**src/rtl/fg_pkg.sv**
```systemverilog
package fg_pkg;
  localparam int PAGE_W = 14;
  localparam int ADDR_W = PAGE_W + 12;
  localparam int LEN_W  = 6;
  localparam logic [31:0] PR_KEEP = 32'hBFFF_BFFF;
  localparam logic [31:0] RG_KEEP = 32'h3FFF_3FFF;
  typedef enum logic [1:0] {
    K_READ    = 2'd0,
    K_WRITE   = 2'd1,
    K_ERASE4K = 2'd2,
    K_ERASE64 = 2'd3
  } kind_e;
endpackage

```
**src/rtl/fg_pr_bank.sv**
```systemverilog
module fg_pr_bank #(
  parameter int NUM_PR = 5,
  parameter int IDX_W  = 3
) (
  input  logic                    clk,
  input  logic                    rst_n,
  input  logic                    wr_en,
  input  logic [IDX_W-1:0]        wr_idx,
  input  logic [31:0]             wr_data,
  input  logic                    lock_set,
  output logic                    locked,
  output logic [NUM_PR-1:0][31:0] pr_q
);
  always_ff @(posedge clk) begin
    if (!rst_n)        locked <= 1'b0;
    else if (lock_set) locked <= 1'b1;
  end

  for (genvar i = 0; i < NUM_PR; i++) begin : g_word
    always_ff @(posedge clk) begin
      if (!rst_n)
        pr_q[i] <= '0;
      else if (wr_en && !locked && wr_idx == IDX_W'(i))
        pr_q[i] <= wr_data & fg_pkg::PR_KEEP;
    end
  end

  assert_lock_sticky_R8: assert property (@(posedge clk) disable iff (!rst_n)
    locked |=> locked);
  assert_locked_frozen_R8: assert property (@(posedge clk) disable iff (!rst_n)
    locked |=> $stable(pr_q));
endmodule

```
**src/rtl/fg_region_bank.sv**
```systemverilog
module fg_region_bank #(
  parameter int NUM_REGION = 5,
  parameter int IDX_W      = 3
) (
  input  logic                        clk,
  input  logic                        rst_n,
  input  logic                        wr_en,
  input  logic [IDX_W-1:0]            wr_idx,
  input  logic [31:0]                 wr_data,
  output logic [NUM_REGION-1:0][31:0] rg_q,
  output logic [NUM_REGION-1:0]       region_en
);
  for (genvar i = 0; i < NUM_REGION; i++) begin : g_region
    logic [13:0] base_pg, lim_pg;
    always_ff @(posedge clk) begin
      if (!rst_n)
        rg_q[i] <= '0;
      else if (wr_en && wr_idx == IDX_W'(i))
        rg_q[i] <= wr_data & fg_pkg::RG_KEEP;
    end
    assign base_pg = rg_q[i][13:0];
    assign lim_pg  = rg_q[i][29:16];
    if (i == 0) begin : g_first
      assign region_en[i] = base_pg < lim_pg;
    end else begin : g_rest
      assign region_en[i] = (base_pg < lim_pg) && (lim_pg != 14'd0);
    end
  end
endmodule

```
**src/rtl/fg_range_hit.sv**
```systemverilog
module fg_range_hit (
  input  logic        [31:0]          pr_word,
  input  logic                        is_read,
  input  logic [fg_pkg::ADDR_W:0]     span_lo,
  input  logic [fg_pkg::ADDR_W:0]     span_hi,
  output logic                        hit
);
  logic [fg_pkg::ADDR_W:0] r_lo, r_hi;
  logic                    armed;
  assign r_lo  = {1'b0, pr_word[13:0], 12'h000};
  assign r_hi  = {1'b0, pr_word[29:16], 12'hFFF};
  assign armed = is_read ? pr_word[15] : pr_word[31];
  assign hit   = armed && (span_lo <= r_hi) && (span_hi >= r_lo);
endmodule

```
**src/rtl/flash_guard.sv**
```systemverilog
module flash_guard #(
  parameter int NUM_PR     = 5,
  parameter int NUM_REGION = 5,
  localparam int NMAX  = (NUM_PR > NUM_REGION) ? NUM_PR : NUM_REGION,
  localparam int IDX_W = (NMAX > 1) ? $clog2(NMAX) : 1
) (
  input  logic                        clk,
  input  logic                        rst_n,
  input  logic                        cfg_we,
  input  logic                        cfg_bank,
  input  logic [IDX_W-1:0]            cfg_idx,
  input  logic [31:0]                 cfg_wdata,
  output logic [31:0]                 cfg_rdata,
  input  logic                        lock_set,
  output logic                        locked,
  output logic [NUM_REGION-1:0]       region_en,
  input  logic                        req_valid,
  output logic                        req_ready,
  input  logic [1:0]                  req_kind,
  input  logic [fg_pkg::ADDR_W-1:0]   req_addr,
  input  logic [fg_pkg::LEN_W-1:0]    req_len_m1,
  output logic                        spi_start,
  output logic [1:0]                  spi_kind,
  output logic [fg_pkg::ADDR_W-1:0]   spi_addr,
  output logic [fg_pkg::LEN_W-1:0]    spi_len_m1,
  input  logic                        spi_done,
  output logic                        cyc_done,
  output logic                        acc_err
);
  import fg_pkg::*;

  logic [NUM_PR-1:0][31:0]     pr_q;
  logic [NUM_REGION-1:0][31:0] rg_q;
  logic [NUM_PR-1:0]           hits;
  logic [ADDR_W:0]             span_lo, span_hi;
  logic                        is_read, blocked, accept, busy;

  fg_pr_bank #(.NUM_PR(NUM_PR), .IDX_W(IDX_W)) u_pr (
    .clk(clk), .rst_n(rst_n), .wr_en(cfg_we && !cfg_bank), .wr_idx(cfg_idx),
    .wr_data(cfg_wdata), .lock_set(lock_set), .locked(locked), .pr_q(pr_q));

  fg_region_bank #(.NUM_REGION(NUM_REGION), .IDX_W(IDX_W)) u_rg (
    .clk(clk), .rst_n(rst_n), .wr_en(cfg_we && cfg_bank), .wr_idx(cfg_idx),
    .wr_data(cfg_wdata), .rg_q(rg_q), .region_en(region_en));

  always_comb begin
    cfg_rdata = '0;
    if (!cfg_bank) begin
      for (int i = 0; i < NUM_PR; i++)
        if (cfg_idx == IDX_W'(i)) cfg_rdata = pr_q[i];
    end else begin
      for (int i = 0; i < NUM_REGION; i++)
        if (cfg_idx == IDX_W'(i)) cfg_rdata = rg_q[i];
    end
  end

  // Byte span checked for the request; erase kinds widen to their block
  always_comb begin
    unique case (kind_e'(req_kind))
      K_ERASE4K: begin
        span_lo = {1'b0, req_addr[ADDR_W-1:12], 12'h000};
        span_hi = {1'b0, req_addr[ADDR_W-1:12], 12'hFFF};
      end
      K_ERASE64: begin
        span_lo = {1'b0, req_addr[ADDR_W-1:16], 16'h0000};
        span_hi = {1'b0, req_addr[ADDR_W-1:16], 16'hFFFF};
      end
      default: begin
        span_lo = {1'b0, req_addr};
        span_hi = {1'b0, req_addr} + {{(ADDR_W+1-LEN_W){1'b0}}, req_len_m1};
      end
    endcase
  end

  assign is_read = (kind_e'(req_kind) == K_READ);

  for (genvar i = 0; i < NUM_PR; i++) begin : g_hit
    fg_range_hit u_hit (.pr_word(pr_q[i]), .is_read(is_read),
      .span_lo(span_lo), .span_hi(span_hi), .hit(hits[i]));
  end

  assign blocked   = |hits;
  assign req_ready = !busy;
  assign accept    = req_valid && req_ready;

  always_ff @(posedge clk) begin
    if (!rst_n) begin
      busy <= 1'b0; spi_start <= 1'b0; cyc_done <= 1'b0; acc_err <= 1'b0;
      spi_kind <= '0; spi_addr <= '0; spi_len_m1 <= '0;
    end else begin
      spi_start <= 1'b0;
      cyc_done  <= 1'b0;
      acc_err   <= 1'b0;
      if (accept) begin
        if (blocked) begin
          cyc_done <= 1'b1;
          acc_err  <= 1'b1;
        end else begin
          busy       <= 1'b1;
          spi_start  <= 1'b1;
          spi_kind   <= req_kind;
          spi_addr   <= req_addr;
          spi_len_m1 <= req_len_m1;
        end
      end else if (busy && spi_done) begin
        busy     <= 1'b0;
        cyc_done <= 1'b1;
      end
    end
  end

  assert_err_no_start_R5: assert property (@(posedge clk) disable iff (!rst_n)
    acc_err |-> !spi_start);
  assert_err_with_done_R5: assert property (@(posedge clk) disable iff (!rst_n)
    acc_err |-> cyc_done);
  assert_start_pulse_R6: assert property (@(posedge clk) disable iff (!rst_n)
    spi_start |=> !spi_start);
  assert_start_not_ready_R6: assert property (@(posedge clk) disable iff (!rst_n)
    spi_start |-> !req_ready);
endmodule

```
**config.mk**
```make
export PLATFORM = sky130hd
export DESIGN_NAME = flash_guard
export DESIGN_NICKNAME = d
export VERILOG_FILES = /design/src/rtl/fg_pkg.sv /design/src/rtl/fg_pr_bank.sv /design/src/rtl/fg_region_bank.sv /design/src/rtl/fg_range_hit.sv /design/src/rtl/flash_guard.sv
export SDC_FILE = /design/constraint.sdc
export NUM_CORES = 1
export LEC_CHECK = 0
export ABC_AREA = 1
export ABC_CLOCK_PERIOD_IN_PS = 9100
export BUFFER_PORTS_ARGS = -buffer_cell sky130_fd_sc_hd__buf_4
export CORE_UTILIZATION = 60
export DETAILED_ROUTE_END_ITERATION = 7
export PLACE_DENSITY_LB_ADDON = 0.08
export SYNTH_ARGS = -nofsm -noshare
export SYNTH_HDL_FRONTEND = slang
export SYNTH_SLANG_ARGS = --single-unit
```
**constraint.sdc**
```tcl
create_clock -name clk -period 9.1 [get_ports clk]
set_input_delay 0.91 -clock clk [delete_from_list [all_inputs] [get_ports clk]]
set_output_delay 0.91 -clock clk [all_outputs]
set_load 0.02 [all_outputs]
```
# Word-level counts from Yosys, hierarchy flattened
# Cells that the tools add are included.
[word_totals] reg_bits=329 inputBits=76 out_inout_bits=76 word_cells=110
[op_classes] addsub=1 magnitude_cmp=15 eq_ne=7 mux=25 bitwise=1 reduce_logical=43
[ops] op="$mux W32" count=10
[ops] op="$ge A27 B26 Y1" count=5
[ops] op="$le A26 B26 Y1" count=5
[ops] op="$lt A14 B14 Y1" count=5
[ops] op="$reduce_bool A14 Y1" count=4
[ops] op="$pmux W27 S2" count=1
[ops] op="$pmux W16 S2" count=1
[ops] op="$mux W30" count=1
[ops] op="$logic_and A1 B1 Y1" count=29
[ops] op="$add A26 B6 Y27" count=1
[ops] op="$mux W1" count=12
[ops] op="$eq A3 B2 Y1 const B" count=2
[ops] op="$reduce_and A2 Y1" count=3
[ops] op="$reduce_or A5 Y1" count=1
[ops] op="$eq A2 B2 Y1 const B" count=2
[ops] op="$eq A3 B1 Y1 const B" count=1
[ops] op="$eq A3 B3 Y1 const B" count=1
[ops] op="$logic_not A1 Y1" count=3
[ops] op="$logic_not A3 Y1" count=1
[ops] op="$logic_not A2 Y1" count=1
[ops] op="$ne A2 B2 Y1 const B" count=1
[ops] op="$reduce_bool A2 Y1" count=1
[ops] op="$not A1 Y1" count=1

# Depth between registers and ports, before layout
[logic_depth] depth_word=8 mapped_depth=31

# Hierarchy
# Synthesis repeated with hierarchy kept, for this count alone.
[unflattened] hier_cells=3720 hier_area_um2=22894.5
[by_module_without_submodules] mod="fg_region_bank" n_inst=1 cells_per_inst=933 area_each_um2=6995.5 seq_area_each_um2=2802.7
[by_module_without_submodules] mod="fg_pr_bank" n_inst=1 cells_per_inst=880 area_each_um2=6100.9 seq_area_each_um2=3022.9
[by_module_without_submodules] mod="flash_guard" n_inst=1 cells_per_inst=1062 area_each_um2=5081.1 seq_area_each_um2=760.7
[by_module_without_submodules] mod="fg_range_hit" n_inst=5 cells_per_inst=169 area_each_um2=943.4 seq_area_each_um2=0.0

# Worst setup path after synthesis
# Ideal clock, no wire load.
[synth_timing] path_kind="input port to flip-flop" startpoint="in req_addr[0] (netlist bit)" endpoint="reg spi_addr[14] (netlist bit)" setup_time_ns=0.064 t_arrival_ns=4.222 required_time_ns=9.036 slack_ns=4.814 path_stages=26 path_buffers=1 cell_sequence="ha_1 > inv_1 > fa_1 > inv_1 > nand2_1 > nand3_2 > nand2_1 > nor2_1 > nand2_1 > nor4_1 > xor2_1 > ha_1 > nand2_1 > inv_1 > a221oi_1 > nand2_1 > nor2_1 > nand2_1 > nand2_1 > nand2_2 > nor2_8 > nand3_4 > buf_6 > nand2_1 > inv_2 > nor2_1"
[synth_via] elab_chain_cells=7
[synth_lines] item="from (decl)" line="flash_guard.sv:20" source="input logic [fg_pkg::ADDR_W-1:0] req_addr,"
[synth_lines] item="$add A26 B6 Y27 / $pmux W16 S2 (equally long branches)" line="flash_guard.sv:70, flash_guard.sv:59"
[synth_lines] item="$pmux W27 S2 / $le A26 B26 Y1 (equally long branches)" line="flash_guard.sv:59, fg_range_hit.sv:13"
[synth_lines] item="$ge A27 B26 Y1 / $logic_and A1 B1 Y1 (equally long branches)" line="fg_range_hit.sv:13" source="assign hit = armed && (span_lo <= r_hi) && (span_hi >= r_lo);"
[synth_lines] item="$logic_and A1 B1 Y1" line="fg_range_hit.sv:13"
[synth_lines] item="$reduce_or A5 Y1 *" line="flash_guard.sv:82" source="assign blocked = |hits;"
[synth_lines] item="$not A1 Y1 (no source line) *"
[synth_lines] item="$reduce_and A2 Y1 (no source line) *"
[synth_lines] item="to (signal assigned)" line="flash_guard.sv:102" source="spi_addr <= req_addr;"
[synth_lines] item="to (decl)" line="flash_guard.sv:24" source="output logic [fg_pkg::ADDR_W-1:0] spi_addr,"
# Every way passes the cells marked *; elsewhere a longest branch is shown, timed or not.
# A chain may end at the register's enable or synchronous reset.

# Final worst setup path
[layout_timing] startpoint="in req_addr[0] (netlist bit)" endpoint="reg spi_addr[22] (netlist bit)"
# Same word-level chain as after synthesis.

==> impl_metrics.yaml <==
worst_setup_path:
  r2r-end: "spi_addr[22]"
  crit_buf_inv: 6
  crit_path_start_kind: "input port"
  cp.required_ns: 9.58
  regToRegSetupSlack_ns: 5.62
  worstPathArrival_ns: 5.87
  crit_slowest_cell: "o31ai_1"
  cpMostUsedCell: "nand2_1"
  worstSetupEndpointType: "register"
  crit_fanout: 37
  crit_type: "in2reg"
  cpPeakStageDelay_ns: 0.51
  reg2reg_depth: 14
  crit_family: "simple AND/OR/NAND/NOR gates"
  r2r_start: "u_pr.pr_q[61]"
pwr:
  powerDensity_nw_per_um2: 163
  ir_drop_uv: 150
  p_total_uw: 3610
  p_leak_uw: 0.00925
clock_tree:
  path_clk_slew_ns: 0.06
  cts_buffer_depth: 3
  post_cts_resize_count: 0
  clkSinkCount: 329
  holdBufCountCts: 0
  clockRootBuffer: "clkbuf_16"
  cts_setup_buffers: 0
  cts_tree: "done"
  ctsHtreeMaxLevel: 2
  numCtsBuffers: 38
  insertion_delay_ns: 0.55
synth:
  synth_area_leader_cell: "dfxtp_1"
  syn-cell-area_um2: 19700
  synth_cell_type_count: 52
  seq_area_frac_synth_pct: 33.4
  synth-edff-count: 0
  synth-main-ff-cell: "dfxtp_1"
  ys_async_sr_fraction_pct: 0
  netlist_instances: 2798
  yosys-top-cells-area: "dfxtp_1 (33%), ha_1 (13%), a21oi_1 (11%)"
  ys_ff_latch: 329
  yosys.area.top_type_share_pct: 33.4
  ys_warn_count: 0
  postSynthAreaPerCell_um2: 7.06
routing:
  routed_wl_um: 63800
  drtPass1Iterations: 5
  avgViaCountPerCell: 5.89
  drt-initial-drc-count: 1717
  postRouteAntennaNets: 0
  drc: 0
  wire_per_inst_um: 19.3
  vias: 19500
layout:
  stdcell_area_um2: 22100
  final_common_cell: "a21oi_1"
  area_growth_pct: 12.1
  drive_above_1_share_pct: 9.39
  antenna_cells: 0
  nets: 3126
  layout_common_cells: "a21oi_1 (429), inv_1 (389), o21ai_0 (362)"
timing:
  post-route-min-period_ns: 5.39
  fin_hold_ws_ns: 0.474
  final_max_slew_viol_count: 0
  setup_viol: 0
  slew_headroom_pct: 20.2
  skew_ns: 0.00843
  tns_ns: 0
  finalHoldViolCount: 0
  worst_pin_slew_ns: 1.20
  clock.fmax_mhz: 186
  finalCritPeriodShare_pct: 59.2
  rsz0062_at_grt: "false"
worst_hold_path:
  hold_depth: 2
  min_to: "u_pr.pr_q[74]"
  hold_path.class: "reg2reg"
  worstHoldStart: "u_pr.pr_q[74]"
floorplanning:
  num_rows: 66
  die_area_um2: 33600
  die_y_um: 183
  core_um2: 32500
  die_x_um: 183
  pin_count: 152
  start_util_pct: 60.8
job:
  maxCapViolCount: 0
placement:
  numPortBuffers: 147
  place.gp.congestion: 0.933
  dp.final_hpwl_um: 46000
  dpl_cell_area_um2: 20900
run_status:
  outcome: "finished clean"
grt:
  antenna_found_initial: 2
  grt_start_max_net_pins: 87
  grt_overflow: 0
  track_usage_pct: 37.4
  grt_pass1_vias: 18200
  grt_pass1_wl_um: 97800
==> kinds of logic after synthesis <==
| family | after synthesis | synth area share [%] |
|---|---|---|
| buffers and inverters | 588 | 11.4 |
| adders and majority gates | 212 | 13.5 |
| and+or+nand+nor | 730 | 16.0 |
| AOI/OAI and AO/OA | 925 | 25.2 |
| other | 1 | 0.0190 |
| muxes | 3 | 0.158 |
| xor gates and xnor gates | 10 | 0.444 |
| DFF | 329 | 33.4 |
==> metrics by stage <==
stage,setup slack (ns),util (%),instances
after floorplan,4.81,-,2799
after global placement,3.27,64.4,3240
after detailed placement,3.24,64.4,3240
after CTS,3.78,68.2,3306
after global routing,3.28,68.2,3306
final,3.71,68.2,3306
==> cell usage after synthesis, drive strengths merged, types with 2 or more instances <==
| cell type | count |
|---|---|
| a211oi | 7 |
| o211ai | 15 |
| o21ai | 363 |
| nor4 | 15 |
| o221a | 3 |
| nand4 | 69 |
| buf | 48 |
| o311ai | 3 |
| nor2 | 220 |
| nand3 | 59 |
| dfxtp | 329 |
| a311oi | 2 |
| nor3 | 26 |
| o31ai | 3 |
| clkinv | 4 |
| and3 | 2 |
| xor2 | 10 |
| nand3b | 3 |
| a221oi | 3 |
| ha | 211 |
| inv | 414 |
| a22oi | 2 |
| clkbuf | 122 |
| o221ai | 27 |
| a21oi | 430 |
| a41oi | 2 |
| o22ai | 52 |
| o21bai | 2 |
| a221o | 3 |
| mux2i | 2 |
| a21o | 2 |
| nand2 | 336 |
| o21a | 2 |
==> power by group <==
part           internal [µW]  switching [µW]  total (µW)
clock                    897             634        1530
combinational            194             376         571
sequential              1480            23.0        1510
==> worst max-delay path by stage <==
stage,cells past startpoint,slack [ns],to,startpoint
after CTS,28,3.78,spi_addr[7],req_addr[0]
after global routing,28,3.28,spi_len_m1[2],req_addr[0]
after global placement,28,3.27,spi_addr[18],req_addr[0]
after floorplan,26,4.81,spi_addr[14],req_addr[0]
final,28,3.71,spi_addr[22],req_addr[0]
after detailed placement,28,3.24,spi_addr[22],req_addr[0]
==> tightest hold or removal path, stage by stage, from the launching register on <==
cell and delay, ns:
dfxtp_1 0.31, inv_1 0.07, a21oi_1 0.05
==> flip-flops by register name, indices dropped and copies added, names as in the netlist <==
signal	cells
spi_len_m1	6
cyc_done	1
spi_start	1
u_pr.locked	1
u_rg.rg_q	140
spi_addr	26
spi_kind	2
busy	1
u_pr.pr_q	150
acc_err	1
==> layer usage <==
layer / track usage [%] / vias up / share of wire [%]
met3: 5.20 / 192 / 7.1
met5: 0 / - / 0
met4: 19.4 / 0 / 5.1
met1: 47.0 / 8978 / 41
met2: 62.4 / 748 / 47
li1: - / 9562 / -
==> final cells by class <==
| class | count | area, µm² |
|---|---|---|
| clock buffer | 56 | 1100 |
| multi-input combinational | 1882 | 10900 |
| inverter | 418 | 1570 |
| tap | 442 | 553 |
| clock inverter | 10 | 123 |
| timing repair buffer | 169 | 1270 |
| sequential | 329 | 6590 |
| fill | 2873 | 10300 |
(Power assumes the default switching activity.)
